==> config.mk <==
export PLATFORM = sky130hd
export DESIGN_NAME = stsReportTop
export DESIGN_NICKNAME = d
export VERILOG_FILES = /design/src/rtl/stsPkg.sv /design/src/rtl/stsCtrl.sv /design/src/rtl/stsData.sv /design/src/rtl/stsReportTop.sv
export SDC_FILE = /design/constraint.sdc
export NUM_CORES = 1
export LEC_CHECK = 0
export BUFFER_PORTS_ARGS = -buffer_cell sky130_fd_sc_hd__buf_2
export CAP_MARGIN = 0
export CORE_AREA = 2 2 102 65
export DETAILED_ROUTE_END_ITERATION = 7
export DIE_AREA = 0 0 104 67
export GPL_ROUTABILITY_DRIVEN = 0
export PLACE_DENSITY = 0.77
export SLEW_MARGIN = 20
export SYNTH_ARGS = -nofsm -noshare
export SYNTH_HDL_FRONTEND = slang
export SYNTH_HIERARCHICAL = 1
export SYNTH_SLANG_ARGS = --single-unit
==> constraint.sdc <==
create_clock -name clk -period 2.2 [get_ports clk]
set_input_delay 0.33 -clock clk [delete_from_list [all_inputs] [get_ports clk]]
set_output_delay 0.33 -clock clk [all_outputs]
set_load 0.005 [all_outputs]
==> src/rtl/stsPkg.sv <==
package stsPkg;
  typedef enum logic [2:0] {
    SEL_STB  = 3'd0,
    SEL_QEVT = 3'd1,
    SEL_QEN  = 3'd2,
    SEL_SEVT = 3'd3,
    SEL_SEN  = 3'd4,
    SEL_SRQ  = 3'd5
  } hostSel_e;

  typedef struct packed {
    logic     clrAll;
    logic     rdQ;
    logic     rdS;
    logic     wrQEn;
    logic     wrSEn;
    logic     wrSrq;
    logic     rdEn;
    hostSel_e rdSel;
  } ctrlStrb_t;

  localparam logic [7:0] SRQ_KEEP = 8'hBF;
endpackage

==> src/rtl/stsCtrl.sv <==
module stsCtrl
  import stsPkg::*;
(
  input  logic      clk,
  input  logic      rstN,
  input  logic      rxValid,
  input  logic      rxTerm,
  input  logic      clrReq,
  input  logic [2:0] hostSel,
  input  logic      hostRd,
  input  logic      hostWr,
  output ctrlStrb_t strb,
  output logic      termFlag
);
  // flag says the previous received byte was a terminator
  always_ff @(posedge clk) begin
    if (!rstN)        termFlag <= 1'b1;
    else if (rxValid) termFlag <= rxTerm;
  end

  always_comb begin
    strb        = '0;
    strb.clrAll = clrReq & termFlag;
    strb.rdEn   = hostRd;
    strb.rdSel  = hostSel_e'(hostSel);
    strb.rdQ    = hostRd & (hostSel == SEL_QEVT);
    strb.rdS    = hostRd & (hostSel == SEL_SEVT);
    strb.wrQEn  = hostWr & (hostSel == SEL_QEN);
    strb.wrSEn  = hostWr & (hostSel == SEL_SEN);
    strb.wrSrq  = hostWr & (hostSel == SEL_SRQ);
  end
endmodule

==> src/rtl/stsData.sv <==
module stsData
  import stsPkg::*;
#(
  parameter int QW  = 8,
  parameter int EW  = 8,
  parameter int QCW = 4,
  parameter int DW  = 8
) (
  input  logic          clk,
  input  logic          rstN,
  input  ctrlStrb_t     strb,
  input  logic [QW-1:0] qCond,
  input  logic [EW-1:0] stdCond,
  input  logic          operSum,
  input  logic          queuePush,
  input  logic          queuePop,
  input  logic [DW-1:0] hostWdata,
  output logic [DW-1:0] hostRdata,
  output logic [7:0]    statusByte,
  output logic          queueFlush
);
  localparam logic [QCW-1:0] CNT_MAX = '1;

  logic [QW-1:0]  qPrev, qEvt, qEn, qRise;
  logic [EW-1:0]  sPrev, sEvt, sEn, sRise;
  logic [7:0]     srqEn, sbBase;
  logic [QCW-1:0] qCount;
  logic [DW-1:0]  rdMux;
  logic           qss, esb, mav, rqs;

  assign qRise = qCond & ~qPrev;
  assign sRise = stdCond & ~sPrev;

  // sticky edge latch; a clearing cycle still keeps new edges
  always_ff @(posedge clk) begin
    if (!rstN) begin
      qPrev <= '0; qEvt <= '0; sPrev <= '0; sEvt <= '0;
    end else begin
      qPrev <= qCond;
      sPrev <= stdCond;
      qEvt  <= ((strb.rdQ || strb.clrAll) ? '0 : qEvt) | qRise;
      sEvt  <= ((strb.rdS || strb.clrAll) ? '0 : sEvt) | sRise;
    end
  end

  // enable masks, untouched by clear
  always_ff @(posedge clk) begin
    if (!rstN) begin
      qEn <= '0; sEn <= '0; srqEn <= '0;
    end else begin
      if (strb.wrQEn) qEn   <= hostWdata[QW-1:0];
      if (strb.wrSEn) sEn   <= hostWdata[EW-1:0];
      if (strb.wrSrq) srqEn <= hostWdata[7:0] & SRQ_KEEP;
    end
  end

  // saturating queue occupancy counter
  always_ff @(posedge clk) begin
    if (!rstN) begin
      qCount     <= '0;
      queueFlush <= 1'b0;
    end else begin
      queueFlush <= strb.clrAll;
      if (strb.clrAll)
        qCount <= '0;
      else if (queuePush && !queuePop && qCount != CNT_MAX)
        qCount <= qCount + 1'b1;
      else if (queuePop && !queuePush && qCount != '0)
        qCount <= qCount - 1'b1;
    end
  end

  assign qss    = |(qEvt & qEn);
  assign esb    = |(sEvt & sEn);
  assign mav    = (qCount != '0);
  assign sbBase = {operSum, 1'b0, esb, mav, qss, 3'b000};
  assign rqs    = |(sbBase & srqEn);
  assign statusByte = sbBase | {1'b0, rqs, 6'b0};

  always_comb begin
    case (strb.rdSel)
      SEL_STB:  rdMux = DW'(statusByte);
      SEL_QEVT: rdMux = DW'(qEvt);
      SEL_QEN:  rdMux = DW'(qEn);
      SEL_SEVT: rdMux = DW'(sEvt);
      SEL_SEN:  rdMux = DW'(sEn);
      SEL_SRQ:  rdMux = DW'(srqEn);
      default:  rdMux = '0;
    endcase
  end

  always_ff @(posedge clk) begin
    if (!rstN)          hostRdata <= '0;
    else if (strb.rdEn) hostRdata <= rdMux;
  end
endmodule

==> src/rtl/stsReportTop.sv <==
module stsReportTop
  import stsPkg::*;
#(
  parameter int QW  = 8,
  parameter int EW  = 8,
  parameter int QCW = 4,
  parameter int DW  = 8
) (
  input  logic          clk,
  input  logic          rstN,
  input  logic [QW-1:0] qCond,
  input  logic [EW-1:0] stdCond,
  input  logic          operSum,
  input  logic          queuePush,
  input  logic          queuePop,
  input  logic          rxValid,
  input  logic          rxTerm,
  input  logic          clrReq,
  input  logic [2:0]    hostSel,
  input  logic          hostRd,
  input  logic          hostWr,
  input  logic [DW-1:0] hostWdata,
  output logic [DW-1:0] hostRdata,
  output logic [7:0]    statusByte,
  output logic          queueFlush
);
  ctrlStrb_t strb;
  logic      termFlag;

  stsCtrl u_ctrl (
    .clk(clk), .rstN(rstN), .rxValid(rxValid), .rxTerm(rxTerm),
    .clrReq(clrReq), .hostSel(hostSel), .hostRd(hostRd), .hostWr(hostWr),
    .strb(strb), .termFlag(termFlag)
  );

  stsData #(.QW(QW), .EW(EW), .QCW(QCW), .DW(DW)) u_data (
    .clk(clk), .rstN(rstN), .strb(strb), .qCond(qCond), .stdCond(stdCond),
    .operSum(operSum), .queuePush(queuePush), .queuePop(queuePop),
    .hostWdata(hostWdata), .hostRdata(hostRdata), .statusByte(statusByte),
    .queueFlush(queueFlush)
  );
endmodule

==> flow_summary_export.csv, run 1 <==
group,metric,value,unit
status,status,"finished, final reports clean",
sta,final.min_clock_period,2.19,ns
floorplan,die_area,6970,µm²
sta,maxSlewHeadroom,58.6,%
global_routing,grt_overflow,0,
critical_path,startpoint_type,"flip-flop",
route,postRouteAntennaNets,0,
global_routing,grt_usage,21.9,%
synth,yosys.area_share.simple,23.0,%
pwr,p_switching,0.000675,W
global_routing,grt_pass1_vias,2285,
floorplan,die_w,104,µm
sta,max_freq,457,MHz
sta,rsz0062_at_grt,"true",
cells_and_area,nFillCells,531,
clock_tree,clk_pin_slew,0.07,ns
critical_path,path_cells,"a22oi_1 -> nand4_1 -> a222oi_1 -> nand2_1 -> buf_2",
route,drtPass1Iterations,4,
synth,synth_seq_cells,69,
critical_path,path_buf_inv,1,
synth,synth.largest_area_cell,"dfxtp_1",
synth,ys_async_sr_fraction,0,%
critical_path,critical-path-slowest-cell,"a222oi_1",
critical_path,crit_type,"reg -> out",
clock_tree,clock-root-buffer,"clkbuf_8",
sta,finalClockSkew,0.00631,ns
synth,synth_top_family_by_area,"simple AND/OR/NAND/NOR gates",
pwr,p_comb_share,11.9,%
cells_and_area,fin_cells,457,
sta,fin_tns_setup,0,ns
floorplan,die_h,67,µm
synth,ys.flop_type,"dfxtp_1",
route,vias,2481,
clock_tree,numClockSinks,69,
cells_and_area,multi_input_area,1640,µm²
placed_design,dp_slack,0.0216,ns
placed_design,dp_cells,438,
cells_and_area,layout.nets,408,
route,avgViaCountPerCell,5.43,
pwr,power_density,738,nW/µm²
sta,hold_ws,0.194,ns
route,drc,0,
route,wl,7270,µm
clock_tree,htreeDepth,3,
synth,synth_compound_area_share,12.9,%
sta,worst_pin_slew,0.620,ns
synth,yosys_warnings,6,
sta,drv_slew,0,
synth,synthMuxAreaShare,12.3,%
cells_and_area,syn2layout_area_growth,13.1,%
global_routing,grt_pass1_wl,11500,µm
synth,ys_seq_area_share,42.8,%
pwr,clkPwrFrac,37.9,%
route,wl_per_cell,15.9,µm
critical_path,required,1.87,ns
synth,ys_top_cells_by_count,"69 x dfxtp_1, 60 x nor2b_1, 34 x mux2i_1, 21 x a21oi_1, 18 x and2_1",
synth,synth_top_area_share,42.8,%
synth,post-synth-top-count-cell,"dfxtp_1",
clock_tree,cts_buffers,9,
synth,synth-xor-area-share,0.542,%
global_routing,grt_max_degree,47,
sta,setup_viol_count_final,0,
synth,synthCells,326,
cells_and_area,layout.area.seq,1390,µm²
synth,synth-edff-count,0,
route,drt_iter0_drc,181,
synth,synth_area,3230,µm²
placed_design,portBuffers,50,
pwr,seq_power_share,50.2,%
critical_path,critPathMaxStageDelay,0.48,ns
pwr,vdd_drop_max,0.407,mV
flow_run,maxCapViolCount,0,
global_routing,antenna_found_initial,0,
pwr,power_switching_share,25.0,%
critical_path,critPathArrivalTime,1.86,ns
floorplan,coreArea,5950,µm²
synth,synth_fa_ha_area_share,1.39,%
critical_path,crit_fanout,3,
placed_design,dp_hpwl,5240,µm
cells_and_area,num_antenna_cells,0,
sta,period_share,99.5,%
critical_path,rrSetupSlack,0.16,ns
floorplan,rows,22,
floorplan,num_io_pins,54,
floorplan,start_util,54.3,%
sta,hold_viol_final,0,
sta,worst_slack,0.0117,ns
pwr,p_int,0.00202,W
clock_tree,cts_hold_buf,0,
clock_tree,cts_max_path_buffers,2,
critical_path,crit_family,"compound AO/OA/AOI/OAI gates",
synth,syn_avg_cell_area,9.91,µm²
cells_and_area,layout-drive-gt1-share,24.7,%
critical_path,critPathCaptureType,"primary output",
clock_tree,cts_tree,"done",
pwr,cellLeakagePower,1.48,nW
cells_and_area,final_core_util,61.4,%
synth,yosysUniqueCellTypes,48,
min_path,hp-class,"in -> reg",
synth,synth_area_leaders,"dfxtp_1 43%, nor2b_1 12%, mux2i_1 11%",
clock_tree,worstSkewPairLatency,0.34,ns
-- through the flow --
step           cell area (µm²)  power, W
6_report                  3650   0.00270
5_1_grt                   3650   0.00283
4_1_cts                   3620   0.00272
3_5_place_dp              3420   0.00169
3_3_place_gp              3420   0.00167
2_1_floorplan             3240   0.00160
-- cell type report --
class,instances,share of cell area (%)
tap,84,2.88
sequential,69,38.0
inverter,3,0.308
clock buffer,11,3.87
multi-input combinational,227,44.9
timing repair buffer,58,8.50
clock inverter,5,1.61
-- metal layers --
layer  up-vias  track usage (%)  share of wire, %
met5         -                0                 0
met4         0             6.93               1.1
met3        12             7.93               7.9
met2        96             33.3                44
met1      1157             29.1                47
li1       1216                -                 -
-- repair_timing --
action,4_1_cts,5_1_grt
setup endpoints to repair,1,1
setup buffers,0,3
pin swaps,1,3
resized for setup,3,2
-- path summary, 6_finish.rpt --
kind | cells past startpoint | endpoint | startpoint
max | 5 | statusByte[6] | u_data/qEvt[6]
min | 2 | u_data/sPrev[5] | stdCond[5]
max reg2reg | 7 | u_data/qCount[3] | u_data/qCount[3]
min reg2reg | 2 | u_data/hostRdata[5] | u_data/hostRdata[5]
-- state kept, by name, indices dropped and copies added (netlist names) --
signal,cells
u_data/sPrev,8
u_data/qEn,8
u_data/qEvt,8
u_data/qPrev,8
u_data/hostRdata,8
u_ctrl/termFlag,1
u_data/srqEn,7
u_data/sEvt,8
u_data/sEn,8
u_data/queueFlush,1
u_data/qCount,4
-- power groups by stage --
| stage | registers, W | clock network, W | logic [W] |
|---|---|---|---|
| 6_report | 0.00135 | 0.00102 | 0.000322 |
| 5_1_grt | 0.00136 | 0.00112 | 0.000353 |
| 4_1_cts | 0.00135 | 0.00105 | 0.000314 |
| 3_5_place_dp | 0.00138 | 0 | 0.000309 |
| 3_3_place_gp | 0.00138 | 0 | 0.000298 |
| 2_1_floorplan | 0.00136 | 0 | 0.000239 |
-- kinds of logic after synthesis --
| kind of cell | after synthesis |
|---|---|
| xor+xnor | 2 |
| flops | 69 |
| compound gates | 59 |
| other cells | 1 |
| buf+inv | 32 |
| mux | 39 |
| simple gates | 121 |
| fa+ha+maj | 3 |
-- cell usage in the layout (no fill, tap or decap), drive strengths merged, types with 10 or more instances in the layout --
cell type	count
nand2	10
buf	58
and2	18
dfxtp	69
nor2	11
nor2b	60
a21oi	21
clkbuf	11
mux2i	34
a22oi	12
(Power assumes the default switching activity.)
==> run 2: changes to the inputs <==
--- a/config.mk
+++ b/config.mk
@@ -10,7 +10,6 @@
 export CORE_AREA = 2 2 102 65
 export DETAILED_ROUTE_END_ITERATION = 7
 export DIE_AREA = 0 0 104 67
-export GPL_ROUTABILITY_DRIVEN = 0
 export PLACE_DENSITY = 0.77
 export SLEW_MARGIN = 20
 export SYNTH_ARGS = -nofsm -noshare
==> constraint.sdc (replaced) <==
create_clock -name clk -period 2.2 [get_ports clk]
set_input_delay 0.22 -clock clk [delete_from_list [all_inputs] [get_ports clk]]
set_output_delay 0.22 -clock clk [all_outputs]
set_load 0.005 [all_outputs]
==> run 2 against run 1 <==
Die area is the same. Combinational power about the same. First-iteration DRC count down 36%. Cell count down 0.66%. Hold slack worse by 0.11 ns. Utilization down 0.61 points. Sequential share of layout area rose by 0.28 points. Non-clock buffer count did not move. Setup slack improved by 0.069 ns. Largest cell class unchanged.
==> flow_summary_export.csv, run 2 (synthesis results as in run 1) <==
group,metric,value,unit
sta,finalClockSkew,0.00640,ns
route,postRouteAntennaNets,0,
route,vias,2485,
placed_design,dp_slack,0.150,ns
cells_and_area,nFillCells,563,
pwr,vdd_drop_max,0.585,mV
cells_and_area,syn2layout_area_growth,12.0,%
sta,drv_slew,0,
critical_path,required,1.98,ns
critical_path,critPathCaptureType,"primary output",
sta,worst_pin_slew,0.529,ns
cells_and_area,multi_input_area,1640,µm²
route,drt_iter0_drc,116,
floorplan,die_w,104,µm
pwr,p_switching,0.000642,W
critical_path,critical-path-slowest-cell,"or4_4",
floorplan,rows,22,
critical_path,path_cells,"or4_4 -> a222oi_1 -> nand2_1 -> buf_2",
floorplan,die_area,6970,µm²
critical_path,critPathMaxStageDelay,0.58,ns
route,avgViaCountPerCell,5.47,
cells_and_area,layout_common_cells,"68 x dfxtp_1, 60 x nor2b_1, 50 x buf_2",
global_routing,grt_overflow,0,
sta,fin_tns_setup,0,ns
sta,final.min_clock_period,2.12,ns
flow_run,maxCapViolCount,0,
clock_tree,numClockSinks,69,
floorplan,start_util,54.3,%
sta,hold_ws,0.0823,ns
clock_tree,cts_max_path_buffers,2,
route,wl,7080,µm
sta,rsz0062_at_grt,"false",
global_routing,grt_pass1_vias,2264,
global_routing,grt_usage,21.7,%
critical_path,startpoint_type,"flip-flop",
clock_tree,htreeDepth,3,
floorplan,die_h,67,µm
route,wl_per_cell,15.6,µm
pwr,seq_power_share,51.7,%
global_routing,grt_pass1_wl,11400,µm
clock_tree,cts_buffers,9,
pwr,p_int,0.00197,W
cells_and_area,num_antenna_cells,0,
cells_and_area,layout.nets,408,
sta,maxSlewHeadroom,64.6,%
placed_design,dp_hpwl,5080,µm
cells_and_area,layout.area.seq,1380,µm²
pwr,power_switching_share,24.6,%
sta,period_share,96.3,%
critical_path,critPathArrivalTime,1.90,ns
placed_design,portBuffers,50,
route,drc,0,
floorplan,num_io_pins,54,
pwr,cellLeakagePower,1.47,nW
global_routing,grt_max_degree,38,
sta,setup_viol_count_final,0,
global_routing,antenna_found_initial,0,
min_path,hp-class,"in -> reg",
pwr,p_comb_share,12.4,%
cells_and_area,layout-drive-gt1-share,23.8,%
pwr,power_density,723,nW/µm²
floorplan,coreArea,5950,µm²
critical_path,crit_fanout,4,
status,status,"finished, final reports clean",
route,drtPass1Iterations,5,
critical_path,crit_type,"reg -> out",
clock_tree,worstSkewPairLatency,0.34,ns
sta,max_freq,472,MHz
clock_tree,cts_tree,"done",
placed_design,gp_congestion,0.828,
cells_and_area,layout_commonest_cell,"dfxtp_1",
sta,worst_slack,0.0811,ns
sta,hold_viol_final,0,
clock_tree,clk_pin_slew,0.07,ns
pwr,clkPwrFrac,35.8,%
clock_tree,clock-root-buffer,"clkbuf_8",
==> run 2: changes by cell type in the layout (fill, tap and decap cells not counted), sizes merged <==
cell / delta
clkinvlp: -2
clkbuf: -1
clkinv: +1
inv: -1
==> run 2: final cells by class <==
class	count	area share, %
clock buffers	10	3.53
clock inverters	3	1.11
inverters	3	0.311
multi-input cells	227	45.3
flip-flops and latches	69	38.2
well taps	84	2.91
repair buffers	58	8.58
==> run 2: per-stage QoR <==
stage               cell area [µm²]  cells  total power, W  utilization, %
finish                         3620    454         0.00261            60.8
global route                   3620    454         0.00274            60.8
CTS                            3580    450         0.00262            60.2
detailed placement             3410    437         0.00168            57.3
global placement               3410    437         0.00167            57.3
floorplan                      3240    328         0.00160               -
==> run 2: repair_timing <==
| item | CTS | global route |
|---|---|---|
| hold buffers | 0 | 0 |
| buffers inserted | 0 | 4 |
| pin swaps | 0 | 4 |
| gates resized for setup | 1 | 2 |
| setup endpoints to repair | 1 | 2 |
==> run 2: power groups by stage <==
stage                     Combinational [W]  Sequential [W]  Clock, W
after global routing               0.000359         0.00136   0.00102
after floorplan                    0.000239         0.00136         0
after detailed placement           0.000301         0.00138         0
after CTS                          0.000306         0.00135  0.000964
after global placement             0.000292         0.00138         0
final                              0.000325         0.00135  0.000937
==> run 2: final timing paths <==
check	from	to	slack, ns	cells after the start
setup / recovery	u_data/qCount[3]	statusByte[6]	0.08	4
hold / removal	qCond[4]	u_data/qPrev[4]	0.08	2
setup reg to reg	u_data/qCount[1]	u_data/qCount[3]	0.15	7
hold reg to reg	u_data/hostRdata[3]	u_data/hostRdata[3]	0.46	2
==> run 2: critical path, delay by kind of cell (launching register included) <==
family | cells | cell delay [ns]
AND/OR/NAND/NOR | 2 | 0.69
flip-flops | 1 | 0.34
AO/OA/AOI/OAI | 1 | 0.38
buffers and inverters | 1 | 0.14
==> run 2: per-layer routing <==
layer | GRT usage [%] | vias to the layer above | wire length, µm
li1 | - | 1211 | -
met5 | 0 | - | 0
met4 | 8.45 | 0 | 118
met3 | 7.44 | 14 | 576
met2 | 32.3 | 94 | 3040
met1 | 29.1 | 1166 | 3350
==> run 3: changes to the inputs <==
--- a/config.mk
+++ b/config.mk
@@ -11,7 +11,7 @@
 export DETAILED_ROUTE_END_ITERATION = 7
 export DIE_AREA = 0 0 104 67
 export PLACE_DENSITY = 0.77
-export SLEW_MARGIN = 20
+export SLEW_MARGIN = 5
 export SYNTH_ARGS = -nofsm -noshare
 export SYNTH_HDL_FRONTEND = slang
 export SYNTH_HIERARCHICAL = 1
==> constraint.sdc (replaced) <==
create_clock -name clk -period 2.6 [get_ports clk]
set_input_delay 0.26 -clock clk [delete_from_list [all_inputs] [get_ports clk]]
set_output_delay 0.26 -clock clk [all_outputs]
set_load 0.005 [all_outputs]
==> run 3 against run 2 <==
Cell count down 0.88%. Routed wire length up 0.55%. Global-route usage about the same. Clock skew up 0.0027 ns. Count of clock-buffer cells in the layout up 2. Register-to-register slack better by 0.24 ns. Clock power down 3.6%. Utilization down 0.34 points. Cell area down 0.55%.
==> flow_summary_export.csv, run 3 (synthesis results as in run 1) <==
group,metric,value,unit
critical_path,crit_fanout,5,
cells_and_area,layout.nets,401,
min_path,hp-class,"in -> reg",
route,drtPass1Iterations,5,
pwr,seq_power_share,49.7,%
clock_tree,numClockSinks,69,
cells_and_area,layout_common_cells,"69 x dfxtp_1, 60 x nor2b_1, 50 x buf_2",
route,avgViaCountPerCell,5.51,
critical_path,critPathCaptureType,"primary output",
floorplan,die_area,6970,µm²
route,vias,2479,
floorplan,coreArea,5950,µm²
clock_tree,cts_max_path_buffers,2,
sta,maxSlewHeadroom,55.4,%
sta,hold_ws,0.119,ns
route,drt_iter0_drc,154,
global_routing,grt_overflow,0,
critical_path,critPathArrivalTime,2.00,ns
placed_design,dp_slack,0.415,ns
pwr,p_switching,0.000573,W
cells_and_area,layout_commonest_cell,"dfxtp_1",
floorplan,die_h,67,µm
sta,period_share,87.0,%
global_routing,antenna_found_initial,0,
floorplan,die_w,104,µm
critical_path,startpoint_type,"flip-flop",
flow_run,maxCapViolCount,0,
clock_tree,cts_tree,"done",
cells_and_area,syn2layout_area_growth,11.4,%
pwr,p_comb_share,11.0,%
global_routing,grt_usage,21.8,%
pwr,power_density,639,nW/µm²
floorplan,rows,22,
clock_tree,cts_buffers,9,
floorplan,start_util,54.3,%
sta,rsz0062_at_grt,"false",
global_routing,grt_pass1_vias,2267,
sta,max_freq,442,MHz
clock_tree,htreeDepth,3,
global_routing,grt_max_degree,40,
sta,worst_pin_slew,0.667,ns
critical_path,crit_type,"reg -> out",
sta,drv_slew,0,
pwr,clkPwrFrac,39.3,%
clock_tree,clock-root-buffer,"clkbuf_8",
placed_design,portBuffers,50,
pwr,cellLeakagePower,1.45,nW
sta,final.min_clock_period,2.26,ns
sta,setup_viol_count_final,0,
sta,worst_slack,0.339,ns
clock_tree,cts_setup_buffers,0,
sta,fin_tns_setup,0,ns
clock_tree,clk_pin_slew,0.08,ns
clock_tree,cts_hold_buf,0,
global_routing,grt_pass1_wl,11500,µm
route,postRouteAntennaNets,0,
route,wl,7120,µm
sta,hold_viol_final,0,
placed_design,dp_hpwl,5100,µm
placed_design,dpl_cell_area,3390,µm²
route,wl_per_cell,15.8,µm
cells_and_area,layout-drive-gt1-share,22.1,%
clock_tree,cts_resized,0,
pwr,power_switching_share,24.9,%
placed_design,gp_congestion,0.877,
route,drc,0,
critical_path,required,2.34,ns
cells_and_area,final_cell_area,3600,µm²
cells_and_area,num_antenna_cells,0,
pwr,p_int,0.00173,W
floorplan,num_io_pins,54,
cells_and_area,nFillCells,539,
clock_tree,worstSkewPairLatency,0.35,ns
status,status,"finished, final reports clean",
pwr,vdd_drop_max,0.376,mV
sta,finalClockSkew,0.00906,ns
-- run 3: power by group through the flow --
stage / sequential [W] / clock [W] / combinational (W)
2_1_floorplan: 0.00115 / 0 / 0.000202
3_3_place_gp: 0.00116 / 0 / 0.000243
3_5_place_dp: 0.00117 / 0 / 0.000250
4_1_cts: 0.00114 / 0.000918 / 0.000252
5_1_grt: 0.00115 / 0.000966 / 0.000281
6_report: 0.00114 / 0.000903 / 0.000253
-- run 3: path summary, 6_finish.rpt --
path                                       start  slack, ns               end  cells after the start
worst max-delay path            u_data/qCount[0]       0.34     statusByte[6]                      4
worst min-delay path                  stdCond[5]       0.12   u_data/sPrev[5]                      2
worst max register to register  u_data/qCount[0]       0.39  u_data/qCount[3]                      7
worst min register to register   u_ctrl/termFlag       0.46   u_ctrl/termFlag                      2
-- run 3: through the flow --
step,util [%],instances,power [W]
global route,60.5,450,0.00239
floorplan,-,328,0.00136
detailed placement,56.9,434,0.00142
finish,60.5,450,0.00230
global placement,56.9,434,0.00141
CTS,60.5,450,0.00231
-- run 3: cell type report --
type / instances / area (µm²) / area share, %
clock buffer: 12 / 155 / 4.31
sequential: 69 / 1380 / 38.4
clock inverter: 4 / 55.1 / 1.53
multi-input combinational: 227 / 1630 / 45.3
timing repair buffer: 51 / 258 / 7.17
inverter: 3 / 11.3 / 0.313
tap: 84 / 105 / 2.92
-- run 3: layer usage --
metal / share of wire [%] / routed length (µm) / vias to the layer above / track usage, %
li1: - / - / 1207 / -
met1: 47 / 3350 / 1166 / 29.2
met2: 44 / 3150 / 99 / 33.7
met3: 8.0 / 569 / 7 / 6.75
met4: 0.70 / 50 / 0 / 6.59
met5: 0 / 0 / - / 0
-- run 3: worst max-delay path: stages (launching register included) --
cell and delay, ns:
dfxtp_1 0.37, or4_1 0.69, a222oi_1 0.35, nand2_1 0.11
buf_2 0.14
